`config.mk`:
```
export PLATFORM = sky130hd
export DESIGN_NAME = pcm_hwy_port
export DESIGN_NICKNAME = d
export VERILOG_FILES = /design/src/rtl/pcm_hwy_pkg.sv /design/src/rtl/pcm_frame_ctl.sv /design/src/rtl/pcm_tx_slot.sv /design/src/rtl/pcm_rx_slot.sv /design/src/rtl/pcm_hwy_port.sv
export SDC_FILE = /design/constraint.sdc
export NUM_CORES = 1
export LEC_CHECK = 0
export ABC_CLOCK_PERIOD_IN_PS = 4160
export BUFFER_PORTS_ARGS = -buffer_cell sky130_fd_sc_hd__buf_2
export CORE_ASPECT_RATIO = 1.75
export CORE_MARGIN = 10
export CORE_UTILIZATION = 60
export CTS_BUF_LIST = sky130_fd_sc_hd__clkbuf_4 sky130_fd_sc_hd__clkbuf_8
export DETAILED_ROUTE_END_ITERATION = 10
export PLACE_DENSITY_LB_ADDON = 0.1
export SLEW_MARGIN = 20
export SYNTH_ARGS = -nofsm -noshare
export SYNTH_HDL_FRONTEND = slang
export SYNTH_SLANG_ARGS = --single-unit
```
`constraint.sdc`:
```
create_clock -name pclk -period 4.16 [get_ports pclk]
set_clock_uncertainty 0.1 [all_clocks]
set_input_delay 0.832 -clock pclk [delete_from_list [all_inputs] [get_ports pclk]]
set_output_delay 0.832 -clock pclk [all_outputs]
set_load 0.01 [all_outputs]
```
`src/rtl/pcm_hwy_pkg.sv`:
```
package pcm_hwy_pkg;
    typedef enum logic [1:0] {
        ST_OFF  = 2'd0,
        ST_HUNT = 2'd1,
        ST_RUN  = 2'd2
    } frm_state_t;
endpackage

```
`src/rtl/pcm_frame_ctl.sv`:
```
module pcm_frame_ctl
    import pcm_hwy_pkg::*;
#(
    parameter int SEL_W    = 3,
    parameter int MAX_SEL  = 5,
    parameter int BASE_LOG = 5,
    parameter int POS_W    = 11
) (
    input  logic             clk,
    input  logic             rst,
    input  logic             en,
    input  logic             fsync,
    input  logic [SEL_W-1:0] len_sel,
    output logic             frame_start,
    output logic             pos_vld,
    output logic [POS_W-1:0] pos
);
    frm_state_t       state_q, state_d;
    logic             fsync_q;
    logic             rise;
    logic [POS_W-1:0] cnt_q;
    logic [SEL_W-1:0] sel_eff;
    logic [POS_W-1:0] frame_len;
    logic [POS_W-1:0] last_pos;

    assign rise      = en && fsync && !fsync_q;
    assign sel_eff   = (len_sel > SEL_W'(MAX_SEL)) ? SEL_W'(MAX_SEL) : len_sel;
    assign frame_len = POS_W'(1) << (BASE_LOG + int'(sel_eff));
    assign last_pos  = frame_len - POS_W'(1);

    // next-state logic
    always_comb begin
        state_d = state_q;
        if (!en) begin
            state_d = ST_OFF;
        end else if (rise) begin
            state_d = ST_RUN;
        end else begin
            unique case (state_q)
                ST_OFF:  state_d = ST_HUNT;
                ST_HUNT: state_d = ST_HUNT;
                ST_RUN:  state_d = (cnt_q >= last_pos) ? ST_HUNT : ST_RUN;
                default: state_d = ST_OFF;
            endcase
        end
    end

    // state register
    always_ff @(posedge clk) begin
        if (rst) state_q <= ST_OFF;
        else     state_q <= state_d;
    end

    // position counter and frame-sync history
    always_ff @(posedge clk) begin
        if (rst) begin
            fsync_q <= 1'b1;
            cnt_q   <= '0;
        end else begin
            fsync_q <= fsync;
            if (rise)                  cnt_q <= POS_W'(1);
            else if (state_q == ST_RUN) cnt_q <= cnt_q + POS_W'(1);
        end
    end

    // outputs
    always_comb begin
        frame_start = rise;
        pos         = rise ? '0 : cnt_q;
        pos_vld     = rise || (state_q == ST_RUN && en && cnt_q < frame_len);
    end
endmodule

```
`src/rtl/pcm_tx_slot.sv`:
```
module pcm_tx_slot #(
    parameter int CNT_W     = 10,
    parameter int POS_W     = 11,
    parameter int SLOT_BITS = 8
) (
    input  logic                 clk,
    input  logic                 rst,
    input  logic                 frame_start,
    input  logic                 pos_vld,
    input  logic [POS_W-1:0]     pos,
    input  logic [CNT_W-1:0]     tx_start,
    input  logic [SLOT_BITS-1:0] tx_sample,
    input  logic                 tx_load,
    output logic                 dtx,
    output logic                 dtx_oe
);
    localparam int IDX_W = $clog2(SLOT_BITS);

    logic [SLOT_BITS-1:0] hold_q, frame_q, src;
    logic [POS_W-1:0]     off;
    logic [IDX_W-1:0]     bit_idx;
    logic                 in_win;

    assign off     = pos - POS_W'(tx_start);
    assign in_win  = pos_vld && (pos >= POS_W'(tx_start)) && (off < POS_W'(SLOT_BITS));
    assign src     = frame_start ? hold_q : frame_q;
    assign bit_idx = IDX_W'(SLOT_BITS - 1) - off[IDX_W-1:0];

    always_ff @(posedge clk) begin
        if (rst) begin
            hold_q  <= '0;
            frame_q <= '0;
            dtx     <= 1'b0;
            dtx_oe  <= 1'b0;
        end else begin
            if (frame_start) frame_q <= hold_q;
            if (tx_load)     hold_q  <= tx_sample;
            dtx_oe <= in_win;
            dtx    <= in_win ? src[bit_idx] : 1'b0;
        end
    end
endmodule

```
`src/rtl/pcm_rx_slot.sv`:
```
module pcm_rx_slot #(
    parameter int CNT_W     = 10,
    parameter int POS_W     = 11,
    parameter int SLOT_BITS = 8
) (
    input  logic                 clk,
    input  logic                 rst,
    input  logic                 en,
    input  logic                 pos_vld,
    input  logic [POS_W-1:0]     pos,
    input  logic [CNT_W-1:0]     rx_start,
    input  logic                 drx,
    output logic [SLOT_BITS-1:0] rx_sample,
    output logic                 rx_valid
);
    localparam int IDX_W = $clog2(SLOT_BITS);
    localparam logic [IDX_W-1:0] LAST = IDX_W'(SLOT_BITS - 1);

    logic                 drx_s;
    logic                 win_q;
    logic [IDX_W-1:0]     idx_q;
    logic [SLOT_BITS-1:0] sh_q, shifted;
    logic [POS_W-1:0]     off;
    logic                 in_win;
    logic                 done;

    assign off     = pos - POS_W'(rx_start);
    assign in_win  = pos_vld && (pos >= POS_W'(rx_start)) && (off < POS_W'(SLOT_BITS));
    assign shifted = {sh_q[SLOT_BITS-2:0], drx_s};
    assign done    = win_q && (idx_q == LAST) && en;

    // mid-bit sample of the serial input
    always_ff @(negedge clk) begin
        drx_s <= drx;
    end

    always_ff @(posedge clk) begin
        if (rst) begin
            win_q     <= 1'b0;
            idx_q     <= '0;
            sh_q      <= '0;
            rx_sample <= '0;
            rx_valid  <= 1'b0;
        end else begin
            if (win_q) sh_q <= shifted;
            if (done)  rx_sample <= shifted;
            rx_valid <= done;
            win_q    <= in_win;
            idx_q    <= off[IDX_W-1:0];
        end
    end
endmodule

```
`src/rtl/pcm_hwy_port.sv`:
```
module pcm_hwy_port #(
    parameter int CNT_W     = 10,
    parameter int SEL_W     = 3,
    parameter int MAX_SEL   = 5,
    parameter int BASE_LOG  = 5,
    parameter int SLOT_BITS = 8
) (
    input  logic                 pclk,
    input  logic                 rst,
    input  logic                 port_en,
    input  logic [SEL_W-1:0]     len_sel,
    input  logic [CNT_W-1:0]     tx_start,
    input  logic [CNT_W-1:0]     rx_start,
    input  logic                 fsync,
    input  logic                 drx,
    output logic                 dtx,
    output logic                 dtx_oe,
    input  logic [SLOT_BITS-1:0] tx_sample,
    input  logic                 tx_load,
    output logic [SLOT_BITS-1:0] rx_sample,
    output logic                 rx_valid
);
    localparam int POS_W = BASE_LOG + MAX_SEL + 1;

    logic             frame_start;
    logic             pos_vld;
    logic [POS_W-1:0] pos;

    pcm_frame_ctl #(
        .SEL_W(SEL_W), .MAX_SEL(MAX_SEL), .BASE_LOG(BASE_LOG), .POS_W(POS_W)
    ) u_ctl (
        .clk(pclk), .rst(rst), .en(port_en), .fsync(fsync), .len_sel(len_sel),
        .frame_start(frame_start), .pos_vld(pos_vld), .pos(pos)
    );

    pcm_tx_slot #(
        .CNT_W(CNT_W), .POS_W(POS_W), .SLOT_BITS(SLOT_BITS)
    ) u_tx (
        .clk(pclk), .rst(rst), .frame_start(frame_start), .pos_vld(pos_vld),
        .pos(pos), .tx_start(tx_start), .tx_sample(tx_sample), .tx_load(tx_load),
        .dtx(dtx), .dtx_oe(dtx_oe)
    );

    pcm_rx_slot #(
        .CNT_W(CNT_W), .POS_W(POS_W), .SLOT_BITS(SLOT_BITS)
    ) u_rx (
        .clk(pclk), .rst(rst), .en(port_en), .pos_vld(pos_vld), .pos(pos),
        .rx_start(rx_start), .drx(drx), .rx_sample(rx_sample), .rx_valid(rx_valid)
    );
endmodule

```
==> results.py, run 1 <==
metrics = {
    "placed_design": {
        "port_buffers": 47,
        "place_hpwl_mm": 6.46,
        "dp_cells": 516,
        "place.gp.congestion": 0.902,
        "dpl_worst_slack_ps": 539,
        "placed_area_um2": 3780,
    },
    "route": {
        "vias": 2982,
        "wl_met3_um": 340,
        "totalWireLength_mm": 8.20,
        "viasPerCell": 5.69,
        "drc_errors": 0,
        "wl_per_cell_um": 15.6,
        "drt_pre_antenna_iters": 4,
        "met1_length_mm": 3.12,
        "drt_iter0_markers": 117,
        "ant_nets": 0,
        "dr_wl_met2_mm": 4.55,
        "highest_layer": "met4",
    },
    "sta": {
        "setup_slack_ps": 886,
        "rsz0062_at_grt": "false",
        "tightest_slew_ps": 662,
        "drv_slew": 0,
        "final_hold_viol_count": 0,
        "period_minus_slack_ps": 3270,
        "clock.fmax_mhz": 305,
        "max-slew-margin-rel": 0.559,
        "whs_ps": 334,
        "timing.final.crit_share": 0.787,
        "finalSetupViolCount": 0,
        "tns_ps": 0,
    },
    "clocking": {
        "clk_pin_slew_ps": 110,
        "cts_sinks": 53,
        "clk_latency_ps": 360,
        "cts_root_buf": "clkbuf_8",
        "htreeDepth": 2,
        "cts_tree": "done",
        "hold_buffers": 0,
        "postCtsResizedCells": 0,
        "cts_buffers": 5,
        "cts_setup_buffers": 0,
        "cts.path.max_buffers": 2,
    },
    "setup_path": {
        "rr_worst_depth": 11,
        "crit_path_start_kind": "primary input",
        "path_class": "primary input to register",
        "required_ps": 4320,
        "ff2ff_setup_slack_ps": 1130,
        "r2r-start": "u_ctl.fsync_q",
        "rr_endpoint": "u_tx.dtx",
        "critPathCaptureType": "register",
        "worst-path-max-fanout": 12,
        "arrival_ps": 3440,
    },
    "yosys": {
        "ys_async_sr_fraction": 0,
        "yosys-top-cells-count": "nor2_1, dfxtp_1, mux2i_1",
        "synth.distinct_cells": 54,
        "synth_seq_cells": 53,
        "yosysMostFrequentCell": "nor2_1",
        "synth_top_cell_area_share": 0.303,
        "syn_avg_cell_area_um2": 8.62,
        "yosys.area.top_type": "dfxtp_1",
        "synth_cells": 406,
        "netlist_top_cells_area": "dfxtp_1, ha_1, mux2i_1",
        "synth-edff-count": 0,
        "ys.flop_type": "dfxtp_1",
        "syn-cell-area_um2": 3500,
        "yosysWarnings": 0,
        "ys_seq_area_frac": 0.303,
    },
    "layout": {
        "diodes": 0,
        "nFillCells": 494,
        "drive_gt1_frac": 0.141,
        "fin_util": 0.693,
        "finalNonFillerCells": 524,
        "nNetsFinal": 522,
        "syn_to_final_growth_pct": 11.4,
        "postLayoutCellArea_um2": 3900,
    },
    "global_route": {
        "antenna_found_initial": 0,
        "grt_max_degree": 41,
        "overflow": 0,
        "grt_pass1_vias": 3037,
        "grt_pass1_wl_mm": 13.7,
        "track_usage": 0.174,
    },
    "min_path": {
        "holdPathStages": 1,
        "holdPathEnd": "u_ctl.state_q[0]",
        "hold_path.class": "register to register",
        "holdCritStartpoint": "u_ctl.state_q[1]",
    },
    "power": {
        "powerDensity_nw_per_um2": 263,
        "p_leak_nw": 1.94,
        "ir_worst_vdd_uv": 369,
        "power.total_mw": 1.03,
    },
    "floorplanning": {
        "dieArea_um2": 9410,
        "die-width_um": 77.7,
        "fp-row-count": 36,
        "start_util": 0.622,
        "core_region_area_um2": 5630,
        "io_pins": 48,
        "die_y_um": 121,
    },
    "job": {
        "drv_cap": 0,
    },
    "status": {
        "status": "completed",
    },
}
## power by group
part	switching, mW	internal [mW]	leakage [nW]
clock network	0.187	0.186	0.0656
logic	0.0724	0.0586	1.44
registers	0.00517	0.518	0.430
## registers in the layout (all words and copies together) (netlist names), 2 cells and up
signal and count:
u_tx.hold_q 8, u_rx.sh_q 7, u_ctl.state_q 2, u_ctl.cnt_q 11, u_tx.frame_q 8, u_rx.idx_q 3
u_rx.rx_sample 8
## per-layer routing
layer / track usage / up-vias
li1: - / 1504
met1: 0.177 / 1397
met2: 0.332 / 67
met3: 0.0364 / 14
met4: 0.0665 / 0
met5: 0 / -
## worst max-delay path: stages
cell,delay [ps]
buf_2,100
nand3b_1,260
nand2_1,220
ha_1,210
inv_1,70
fa_1,410
a211oi_1,370
nor2_1,120
mux2i_1,180
a2111oi_4,200
o2111ai_1,180
and4bb_1,290
## logic make-up after synthesis
| family | after synthesis | synth area share |
|---|---|---|
| buffers and inverters | 47 | 0.0529 |
| flip-flops | 53 | 0.303 |
| AND/OR/NAND/NOR | 139 | 0.198 |
| XOR/XNOR | 16 | 0.0400 |
| multiplexers | 41 | 0.121 |
| other | 1 | 0.00107 |
| adder cells (fa/ha/maj) | 38 | 0.140 |
| AO/OA/AOI/OAI | 71 | 0.144 |
## layout make-up
type | instances | area [um2] | area share
inverter | 30 | 113 | 0.0289
timing repair buffer | 49 | 250 | 0.0642
clock inverter | 4 | 53.8 | 0.0138
clock buffer | 5 | 68.8 | 0.0176
multi-input combinational | 307 | 2260 | 0.579
tap | 76 | 95.1 | 0.0244
sequential | 53 | 1060 | 0.272
## cell usage in the layout, fill, tap and decap left out, types with 2 or more instances in the layout
cell type	instances
o211ai_1	3
and2_1	10
buf_4	2
o21ai_0	11
nor3b_1	2
nand3b_1	4
nand2b_1	8
o31ai_1	3
or4_1	2
o21a_1	4
a31oi_1	3
conb_1	2
or3_1	3
a21boi_0	3
o21ai_1	6
fa_1	2
nor2b_1	4
a2bb2oi_1	2
a21oi_1	15
nor3_1	5
nand4_1	4
buf_2	47
a211oi_1	3
a221oi_1	4
nor2_1	58
ha_1	36
nor4_1	2
nand2_1	16
dfxtp_1	53
nand3_1	9
a21o_1	3
clkbuf_8	5
xor2_1	11
a32oi_1	2
mux2i_1	40
xnor2_1	5
and3_1	7
inv_1	30
## worst max-delay path by stage
| stage | startpoint | cells after the start | to |
|---|---|---|---|
| after global routing | port_en | 12 | u_tx.dtx |
| after floorplan | port_en | 12 | u_tx.dtx |
| after detailed placement | port_en | 11 | u_tx.dtx |
| after CTS | port_en | 11 | u_tx.dtx |
| after global placement | port_en | 11 | u_tx.dtx |
| final | port_en | 12 | u_tx.dtx |
Note: power is estimated with default switching activity, not from simulation.
==> inputs of run 2 (changes only) <==
--- a/config.mk
+++ b/config.mk
@@ -5,11 +5,11 @@
 export SDC_FILE = /design/constraint.sdc
 export NUM_CORES = 1
 export LEC_CHECK = 0
-export ABC_CLOCK_PERIOD_IN_PS = 4160
+export ABC_CLOCK_PERIOD_IN_PS = 2900
 export BUFFER_PORTS_ARGS = -buffer_cell sky130_fd_sc_hd__buf_2
 export CORE_ASPECT_RATIO = 1.75
 export CORE_MARGIN = 10
-export CORE_UTILIZATION = 60
+export CORE_UTILIZATION = 54
 export CTS_BUF_LIST = sky130_fd_sc_hd__clkbuf_4 sky130_fd_sc_hd__clkbuf_8
 export DETAILED_ROUTE_END_ITERATION = 10
 export PLACE_DENSITY_LB_ADDON = 0.1
==> constraint.sdc (replaced) <==
create_clock -name pclk -period 2.9 [get_ports pclk]
set_clock_uncertainty 0.1 [all_clocks]
set_input_delay 0.58 -clock pclk [delete_from_list [all_inputs] [get_ports pclk]]
set_output_delay 0.58 -clock pclk [all_outputs]
set_load 0.01 [all_outputs]
==> run 2 against run 1 <==
  * Sequential power up 43%
  * Cell count up 7.8%
  * Setup slack lost 730 ps
  * Die area increased by 8.7%
  * Cell area rose by 8.8%
  * Critical path depth unchanged
  * Sequential cell count unchanged
  * Count of clock-buffer cells in the layout did not move
  * First-iteration DRC count is 35% higher
  * Total power is 44% higher
  * Hold slack lost 8.7 ps
  * Critical endpoint unchanged
==> results.py, run 2 (synthesis results as in run 1) <==
metrics = {
    "job": {
        "drv_cap": 0,
    },
    "layout": {
        "nFillCells": 575,
        "nNetsFinal": 559,
        "drive_gt1_frac": 0.229,
        "seq_area_um2": 1060,
        "top_register": "u_ctl.cnt_q",
        "largest_reg_flops": 11,
        "multi_input_area_um2": 2320,
        "syn_to_final_growth_pct": 21.2,
        "layout_commonest_cell": "nor2_1",
        "mostFrequentLayoutCells": "nor2_1, dfxtp_1, buf_2",
        "diodes": 0,
        "fin_util": 0.676,
    },
    "setup_path": {
        "arrival_ps": 2900,
        "crit_path_start_kind": "register",
        "rr_endpoint": "u_tx.dtx",
        "required_ps": 3060,
        "path_class": "register to register",
        "critPathCaptureType": "register",
        "rr_worst_depth": 12,
        "startpoint": "u_ctl.fsync_q",
        "r2r-start": "u_ctl.fsync_q",
        "worst-path-max-fanout": 10,
        "ff2ff_setup_slack_ps": 160,
        "crit_end": "u_tx.dtx",
    },
    "sta": {
        "rsz0062_at_grt": "false",
        "setup_slack_ps": 156,
        "drv_slew": 0,
        "clock.fmax_mhz": 364,
        "max-slew-margin-rel": 0.624,
        "final_hold_viol_count": 0,
        "tightest_slew_ps": 562,
        "timing.final.crit_share": 0.946,
        "period_minus_slack_ps": 2740,
        "whs_ps": 325,
        "finalSetupViolCount": 0,
    },
    "route": {
        "drt_iter0_markers": 158,
        "totalWireLength_mm": 8.09,
        "drt_pre_antenna_iters": 4,
        "vias": 3070,
        "drc_errors": 0,
        "wl_per_cell_um": 14.3,
        "ant_nets": 0,
        "viasPerCell": 5.43,
    },
    "global_route": {
        "grt_pass1_wl_mm": 13.9,
        "antenna_found_initial": 0,
        "grt_max_degree": 40,
        "track_usage": 0.164,
        "grt_pass1_vias": 3166,
        "overflow": 0,
    },
    "floorplanning": {
        "dieArea_um2": 10200,
        "die_y_um": 127,
        "io_pins": 48,
        "die-width_um": 80.9,
        "fp-row-count": 38,
        "start_util": 0.558,
        "core_region_area_um2": 6280,
    },
    "clocking": {
        "clk_pin_slew_ps": 100,
        "cts_setup_buffers": 0,
        "cts_sinks": 53,
        "htreeDepth": 2,
        "cts_tree": "done",
        "cts_root_buf": "clkbuf_8",
        "clk_latency_ps": 360,
        "cts_buffers": 5,
        "cts.path.max_buffers": 2,
    },
    "power": {
        "p_leak_nw": 2.12,
        "p_sw_mw": 0.367,
        "p_sw_frac": 0.249,
        "p_int_mw": 1.11,
        "seqPwrFrac": 0.508,
        "powerDensity_nw_per_um2": 348,
        "ir_worst_vdd_uv": 480,
        "pwr-share-clk": 0.347,
        "pwr-share-comb": 0.145,
    },
    "placed_design": {
        "place.gp.congestion": 0.913,
        "port_buffers": 47,
        "place_hpwl_mm": 6.54,
        "dpl_worst_slack_ps": -154,
    },
    "min_path": {
        "hold_path.class": "register to register",
    },
    "status": {
        "status": "completed",
    },
}
-- run 2: final cells by class --
type | count | area share
Inverter | 30 | 0.0271
Tap cell | 80 | 0.0236
Sequential cell | 53 | 0.250
Clock buffer | 5 | 0.0162
Timing Repair Buffer | 86 | 0.124
Multi-Input combinational cell | 307 | 0.547
Clock inverter | 4 | 0.0112
-- run 2: metrics by stage --
| stage | instances | TNS [ps] | power (mW) | instance area [um2] |
|---|---|---|---|---|
| after floorplan | 407 | -108 | 0.906 | 3570 |
| after global placement | 557 | -108 | 0.977 | 4120 |
| after detailed placement | 557 | -289 | 0.982 | 4120 |
| after CTS | 565 | 0 | 1.49 | 4230 |
| after global routing | 565 | 0 | 1.55 | 4240 |
| final | 565 | 0 | 1.48 | 4240 |
-- run 2: worst min-delay path by stage --
| stage | startpoint | to | slack [ps] | depth (start not counted) |
|---|---|---|---|---|
| after global placement | u_ctl.state_q[1] | u_ctl.state_q[0] | 310 | 1 |
| after global routing | u_ctl.state_q[1] | u_ctl.state_q[0] | 360 | 1 |
| final | u_ctl.state_q[1] | u_ctl.state_q[0] | 330 | 1 |
| after floorplan | u_ctl.state_q[1] | u_ctl.state_q[0] | 300 | 1 |
| after CTS | u_ctl.state_q[1] | u_ctl.state_q[0] | 330 | 1 |
| after detailed placement | u_ctl.state_q[1] | u_ctl.state_q[0] | 320 | 1 |
-- run 2: timing repair --
| action | CTS | global route |
|---|---|---|
| hold buffers | 0 | 0 |
| hold endpoints to repair | 0 | 0 |
| resized for setup | 0 | 5 |
| setup endpoints to repair | 0 | 1 |
-- run 2: power by group through the flow --
stage	Clock, mW	Sequential, mW	Combinational, mW
after floorplan	0.00432	0.764	0.138
after global placement	0.00432	0.766	0.207
after detailed placement	0.00432	0.766	0.211
after CTS	0.529	0.750	0.213
after global routing	0.554	0.752	0.242
final	0.513	0.750	0.214
-- run 2: worst max-delay path: stages, from the launching register on --
cell,delay (ps)
dfxtp_1,320
nand3b_1,150
buf_4,180
nand2_1,100
ha_2,180
inv_1,50
fa_2,360
a211oi_2,300
nor2_1,100
mux2i_1,160
a2111oi_4,210
o2111ai_2,190
and4bb_1,290
-- run 2: per-layer routing --
| metal | vias to the layer above | wire length [um] | GRT usage |
|---|---|---|---|
| li1 | 1579 | - | - |
| met1 | 1407 | 3420 | 0.178 |
| met2 | 69 | 4140 | 0.298 |
| met3 | 15 | 342 | 0.0339 |
| met4 | 0 | 193 | 0.0583 |
| met5 | - | 0 | 0 |
==> inputs of run 3 (changes only) <==
--- a/config.mk
+++ b/config.mk
@@ -7,9 +7,11 @@
 export LEC_CHECK = 0
 export ABC_CLOCK_PERIOD_IN_PS = 2900
 export BUFFER_PORTS_ARGS = -buffer_cell sky130_fd_sc_hd__buf_2
+export CELL_PAD_IN_SITES_DETAIL_PLACEMENT = 0
+export CELL_PAD_IN_SITES_GLOBAL_PLACEMENT = 2
 export CORE_ASPECT_RATIO = 1.75
 export CORE_MARGIN = 10
-export CORE_UTILIZATION = 54
+export CORE_UTILIZATION = 33
 export CTS_BUF_LIST = sky130_fd_sc_hd__clkbuf_4 sky130_fd_sc_hd__clkbuf_8
 export DETAILED_ROUTE_END_ITERATION = 10
 export PLACE_DENSITY_LB_ADDON = 0.1
==> run 3 against run 2 <==
  * Critical path type unchanged
  * First-iteration DRC count decreased by 47%
  * Hold slack about the same
  * Register-to-register slack better by 30 ps
  * Largest cell class unchanged
  * Via count is 0.36% higher
  * Combinational power hardly changed
  * Sequential power is essentially flat
==> results.py, run 3 (synthesis results as in run 1) <==
metrics = {
    "status": {
        "status": "completed",
    },
    "floorplanning": {
        "die-width_um": 97.9,
        "start_util": 0.338,
        "io_pins": 48,
        "die_y_um": 156,
        "core_region_area_um2": 10400,
        "dieArea_um2": 15300,
        "fp-row-count": 49,
    },
    "global_route": {
        "met2_usage": 0.221,
        "gr-max-usage-layer": "met2",
        "track_usage": 0.119,
        "antenna_found_initial": 0,
        "grt.met3_usage": 0.0260,
        "grt_pass1_wl_mm": 15.2,
        "grt.met1_usage": 0.127,
        "overflow": 0,
        "grt_max_degree": 32,
        "grt_pass1_vias": 3232,
    },
    "route": {
        "wl_per_cell_um": 14.3,
        "totalWireLength_mm": 8.93,
        "viasPerCell": 4.92,
        "ant_nets": 0,
        "drt_pre_antenna_iters": 4,
        "vias": 3081,
        "drc_errors": 0,
        "drt_iter0_markers": 83,
    },
    "layout": {
        "mostFrequentLayoutCells": "nor2_1, buf_4, dfxtp_1",
        "diodes": 0,
        "layout_commonest_cell": "nor2_1",
        "largest_reg_flops": 11,
        "syn_to_final_growth_pct": 26.1,
        "fin_util": 0.426,
        "nNetsFinal": 573,
        "drive_gt1_frac": 0.246,
        "nFillCells": 1070,
        "postLayoutCellArea_um2": 4420,
        "finalNonFillerCells": 626,
        "top_register": "u_ctl.cnt_q",
    },
    "sta": {
        "whs_ps": 325,
        "drv_slew": 0,
        "timing.final.crit_share": 0.935,
        "tns_ps": 0,
        "finalSetupViolCount": 0,
        "period_minus_slack_ps": 2710,
        "tightest_slew_ps": 569,
        "clock.fmax_mhz": 369,
        "final_hold_viol_count": 0,
        "max-slew-margin-rel": 0.620,
        "rsz0062_at_grt": "true",
    },
    "placed_design": {
        "place.gp.congestion": 0.837,
        "place_hpwl_mm": 7.52,
        "port_buffers": 47,
        "placed_area_um2": 4280,
        "dp_cells": 618,
    },
    "setup_path": {
        "critical_path.cell_chain": "nand3b_1 -> buf_4 -> nand2_4 -> inv_4 -> ha_4 -> nor2b_4 -> o21a_1 -> or4_4 -> a2111oi_4 -> o2111ai_2 -> and4bb_1",
        "crit_path_top_delay_cell": "or4_4",
        "critPathCaptureType": "register",
        "worst-path-max-fanout": 4,
        "arrival_ps": 2880,
        "slowest_delay_ps": 520,
        "rr_worst_depth": 11,
        "required_ps": 3070,
        "path_class": "register to register",
        "crit_path_start_kind": "register",
    },
    "job": {
        "drv_cap": 0,
    },
    "clocking": {
        "htreeDepth": 2,
        "cts_buffers": 5,
        "clk_latency_ps": 370,
        "clk_pin_slew_ps": 110,
        "cts_root_buf": "clkbuf_8",
        "cts.path.max_buffers": 2,
        "cts_setup_buffers": 0,
        "cts_sinks": 53,
        "hold_buffers": 0,
        "cts_tree": "done",
    },
    "min_path": {
        "holdPathStages": 1,
        "hold_path.class": "register to register",
    },
    "power": {
        "ir_worst_vdd_uv": 364,
        "powerDensity_nw_per_um2": 341,
        "p_leak_nw": 2.20,
    },
}
run 3: worst max-delay path, delay by kind of cell, from the launching register on:
family,cells,cell delay [ps]
AO/OA/AOI/OAI,3,660
adder cells (fa/ha/maj),1,200
buffers and inverters,2,210
flip-flops,1,320
AND/OR/NAND/NOR,5,1170
run 3: timing repair:
item,in CTS,in global routing
gates resized for setup,0,3
hold endpoints to repair,0,0
setup endpoints to repair,0,3
run 3: area by class of cell:
cell class              count  area, um2  share of cell area
multi-input cells         307       2320               0.526
clock inverters             4       53.8              0.0122
clock buffers               5       68.8              0.0156
well taps                 127        159              0.0360
flip-flops and latches     53       1060               0.240
repair buffers            100        633               0.143
inverters                  30        115              0.0261
run 3: path summary, 6_finish.rpt:
| kind | from | to | slack, ps |
|---|---|---|---|
| worst max-delay path | u_ctl.fsync_q | u_tx.dtx | 190 |
| worst min-delay path | u_ctl.state_q[1] | u_ctl.state_q[0] | 330 |
| worst max register to register | u_ctl.fsync_q | u_tx.dtx | 190 |
| worst min register to register | u_ctl.state_q[1] | u_ctl.state_q[0] | 330 |
run 3: per-layer routing:
layer	routed length, um	vias up
met5	0	-
met4	219	0
met3	316	13
met2	4700	54
met1	3700	1409
li1	-	1605
run 3: stage by stage:
| step | total power [mW] | worst slack (ps) |
|---|---|---|
| after global routing | 1.59 | -7.71 |
| after CTS | 1.54 | 116 |
| after detailed placement | 0.986 | -148 |
| final | 1.51 | 189 |
| after global placement | 0.986 | -93.4 |
| after floorplan | 0.906 | -95.9 |
run 3: where the power goes:
group	internal (mW)	switching, mW	total [mW]	leakage, nW
Sequential	0.742	0.00715	0.750	0.430
Clock	0.267	0.274	0.540	0.0656
Combinational	0.107	0.109	0.216	1.70
Total	1.12	0.390	1.51	2.20
